==> src/rtl/tally_pkg.sv <==
package tally_pkg;
  function automatic int cnt_w(input int n);
    return (n < 1) ? 1 : $clog2(n + 1);
  endfunction
endpackage

==> src/rtl/tally_stage.sv <==
// One cascade step: pass the token straight through, or move it up one line.
module tally_stage #(
  parameter int IN_W = 1
) (
  input  logic            bit_i,
  input  logic [IN_W-1:0] vec_i,
  output logic [IN_W:0]   vec_o
);
  always_comb begin
    if (bit_i) vec_o = {vec_i, 1'b0};
    else       vec_o = {1'b0, vec_i};
  end
endmodule

==> src/rtl/tally_chain.sv <==
module tally_chain #(
  parameter int N = 8
) (
  input  logic [N-1:0] bits_i,
  output logic [N:0]   tally_o
);
  logic [N:0] vec [N+1];

  // seed token on line 0
  assign vec[0] = {{N{1'b0}}, 1'b1};

  for (genvar k = 0; k < N; k++) begin : g_stage
    tally_stage #(.IN_W(k + 1)) u_stage (
      .bit_i (bits_i[k]),
      .vec_i (vec[k][k:0]),
      .vec_o (vec[k+1][k+1:0])
    );
    if (k + 2 <= N) begin : g_fill
      assign vec[k+1][N:k+2] = '0;
    end
  end

  assign tally_o = vec[N];
endmodule

==> src/rtl/tally_encoder.sv <==
module tally_encoder #(
  parameter int N  = 8,
  parameter int CW = tally_pkg::cnt_w(N)
) (
  input  logic [N:0]    onehot_i,
  output logic [CW-1:0] bin_o
);
  for (genvar b = 0; b < CW; b++) begin : g_bit
    always_comb begin
      bin_o[b] = 1'b0;
      for (int j = 0; j <= N; j++) begin
        if (((j >> b) & 1) == 1) bin_o[b] = bin_o[b] | onehot_i[j];
      end
    end
  end
endmodule

==> src/rtl/tally_net.sv <==
module tally_net #(
  parameter int N = 8,
  localparam int CW = tally_pkg::cnt_w(N)
) (
  input  logic [N-1:0]  bits_i,
  output logic [N:0]    tally_o,
  output logic [CW-1:0] count_o
);
  tally_chain #(.N(N)) u_chain (
    .bits_i  (bits_i),
    .tally_o (tally_o)
  );

  tally_encoder #(.N(N), .CW(CW)) u_enc (
    .onehot_i (tally_o),
    .bin_o    (count_o)
  );
endmodule

==> config.mk <==
export PLATFORM = sky130hd
export DESIGN_NAME = tally_net
export DESIGN_NICKNAME = d
export VERILOG_FILES = /design/src/rtl/tally_pkg.sv /design/src/rtl/tally_stage.sv /design/src/rtl/tally_chain.sv /design/src/rtl/tally_encoder.sv /design/src/rtl/tally_net.sv
export SDC_FILE = /design/constraint.sdc
export NUM_CORES = 1
export LEC_CHECK = 0
export CAP_MARGIN = 40
export CORE_AREA = 5 5 42 44
export DETAILED_ROUTE_END_ITERATION = 10
export DIE_AREA = 0 0 47 49
export DONT_BUFFER_PORTS = 1
export GPL_TIMING_DRIVEN = 0
export PLACE_DENSITY = 0.66
export SLEW_MARGIN = 20
export SYNTH_ARGS = -nofsm -noshare
export SYNTH_HDL_FRONTEND = slang
export SYNTH_SLANG_ARGS = --single-unit
==> constraint.sdc <==
create_clock -name vclk -period 2.28
set_input_delay 0.228 -clock vclk [all_inputs]
set_output_delay 0.228 -clock vclk [all_outputs]
set_load 0.05 [all_outputs]
==> impl_metrics.ini <==
[final_layout]
diodes = 0
fin_cells = 124
fin_area_um2 = 918
area_growth_pct = 29.0
utilization = 0.655
seq_cells = 0
nets = 122
clock_buffers = 0
drive_above_1_share = 0.380
fill_cells = 132
multiInputGateArea_um2 = 742
regArea_um2 = 0

[drt]
ant_nets = 0
drt-initial-drc-count = 24
via_count = 788
routed_wl_um = 1900
avgRoutedWirePerCell_um = 15.4
vias_per_cell = 6.35
drc = 0
drt_pass1_iterations = 6

[timing]
period_needed_ns = 2.35
finalHoldViolations = 0
fin_crit_sh = 1.03
tns_ns = -0.0903
max_freq_ghz = 0.426
drv_slew = 0
setup_viol = 2
rsz0062_at_grt = true
whs_ns = 0.758
layout_setup_ws_ns = -0.0676
max-slew-margin-rel = 0.434
tightest_slew_ns = 0.845

[global_routing]
grt_busiest_layer = met1
grt_use_met2 = 0.271
grt_use_total = 0.173
grt_use_met1 = 0.275
use_met3 = 0.00369
overflow = 0
antenna_found_initial = 0
grt_pass1_wl_um = 3190
grt_start_max_net_pins = 11
grt_pass1_vias = 683

[power]
pwr-share-comb = 1.000
ir_worst_vdd_mv = 0.178
netSwitchingPower_uw = 187
clkPwrFrac = 0
internal_power_uw = 107
cellLeakagePower_nw = 0.353
seqPwrFrac = 0
power_uw = 294
netSwitchingFraction = 0.635
p_per_area_nw_per_um2 = 320

[worst_setup_path]
startpoint_type = input port
cp.arrival_ns = 2.12
cp.required_ns = 2.05
crit_buf_inv = 2
path_max_fanout = 5
cp_cell_sequence = inv_12 > ha_4 > mux2i_4 > buf_4 > o22ai_2 > a211o_1 > o21ai_2 > a21oi_4 > nand3b_1
crit_type = input port to output port
worst_path_max_delay_cell = nand3b_1
cpPeakStageDelay_ns = 0.52
critical_path.top_delay_family = compound AO/OA/AOI/OAI gates
end_kind = output port

[synth]
yosysWarnings = 0
syn-mean-instance-area_um2 = 7.12
synth-simple-area-share = 0.285
synthDistinctLibCells = 39
netlist_area_um2 = 712
synth_mux_area_frac = 0.185
synth_fa_ha_area_frac = 0.0844
synth_compound_area_frac = 0.304
synth_seq_area_share = 0
syn_inst = 100
synth_xor_xnor_area_share = 0.0369
synth_top_family_by_area = compound AO/OA/AOI/OAI gates
synth_nets = 112

[floorplan]
start_util = 0.508
placementRows = 14
chipWidth_um = 47
ios = 21
core-area_um2 = 1400
die_h_um = 49
die_area_um2 = 2300

[status]
status = finished, violations left
failed_checks = negative setup slack

[worst_hold_path]
hold_path_class = input port to output port

[place]
place_area_um2 = 783
numPortBuffers = 0
hpwl_um = 1410
post-place-cells = 117
gp_congestion = 0.837
pre_cts_slack_ns = -0.200

[run]
maxCapViolations = 0
synthesized netlist by cell type, drive strengths merged:
cell type,instances,area [um2]
a211o,2,17.5
a211oi,5,47.5
a21oi,6,30.0
and2,1,6.26
and3,1,6.26
buf,6,45.0
clkbuf,3,11.3
ha,4,50.1
inv,5,18.8
maj3,1,10.0
mux2,5,56.3
mux2i,5,75.1
nand2,5,18.8
nand2b,1,6.26
nand3,3,15.0
nand3b,4,30.0
nand4bb,1,11.3
nor2,10,37.5
nor3,3,15.0
nor4b,1,8.76
nor4bb,2,20.0
o211ai,2,15.0
o21ai,7,35.0
o22a,1,8.76
o22ai,6,37.5
o311ai,1,8.76
o31ai,1,7.51
o32ai,1,8.76
or2,2,12.5
or3,1,6.26
or3b,1,8.76
xnor2,1,8.76
xor2,2,17.5
final timing paths:
check  slack (ns)  depth (start not counted)       from         end
max         -0.07                          9  bits_i[1]  count_o[1]
min          0.76                          2  bits_i[6]  tally_o[2]
per-layer routing:
| layer | routed length, um | up-vias |
|---|---|---|
| met4 | 0 | 0 |
| met3 | 85 | 0 |
| met2 | 910 | 20 |
| met5 | 0 | - |
| li1 | - | 398 |
| met1 | 908 | 370 |
layout make-up:
| type | count | share of cell area |
|---|---|---|
| repair buffers | 8 | 0.0695 |
| well taps | 16 | 0.0218 |
| plain buffers | 9 | 0.0640 |
| multi-input cells | 86 | 0.808 |
| inverters | 5 | 0.0368 |
cells in the final DEF, fill, tap and decap left out, drive strengths merged:
master / n
buf: 14
nor2: 10
o21ai: 7
a21oi: 6
o22ai: 6
nand2: 5
a211oi: 5
mux2i: 5
inv: 5
mux2: 5
nand3b: 4
ha: 4
nand3: 3
clkbuf: 3
nor3: 3
xor2: 2
or2: 2
a211o: 2
nor4bb: 2
o211ai: 2
xnor2: 1
maj3: 1
and2: 1
o31ai: 1
o32ai: 1
or3b: 1
nand2b: 1
or3: 1
nor4b: 1
o311ai: 1
o22a: 1
and3: 1
nand4bb: 1
power groups by stage:
stage               logic, mW  clock network [mW]  registers [mW]
floorplan               0.224                   0               0
global placement        0.246                   0               0
detailed placement      0.254                   0               0
CTS                     0.276                   0               0
global route            0.313                   0               0
finish                  0.294                   0               0
cells by family (layout without fill, tap and decap cells):
logic type	count (synthesis)	count (layout)
buffers and inverters	14	22
AO/OA/AOI/OAI	32	32
XOR/XNOR	3	3
adder cells (fa/ha/maj)	5	5
multiplexers	10	10
AND/OR/NAND/NOR	36	36
timing repair:
item,CTS,global route
setup buffers,3,4
gates resized for setup,16,5
pin swaps,7,2
hold buffers,0,0
endpoints found under the setup margin,3,4
No activity file was read; power rests on OpenSTA's default activity.
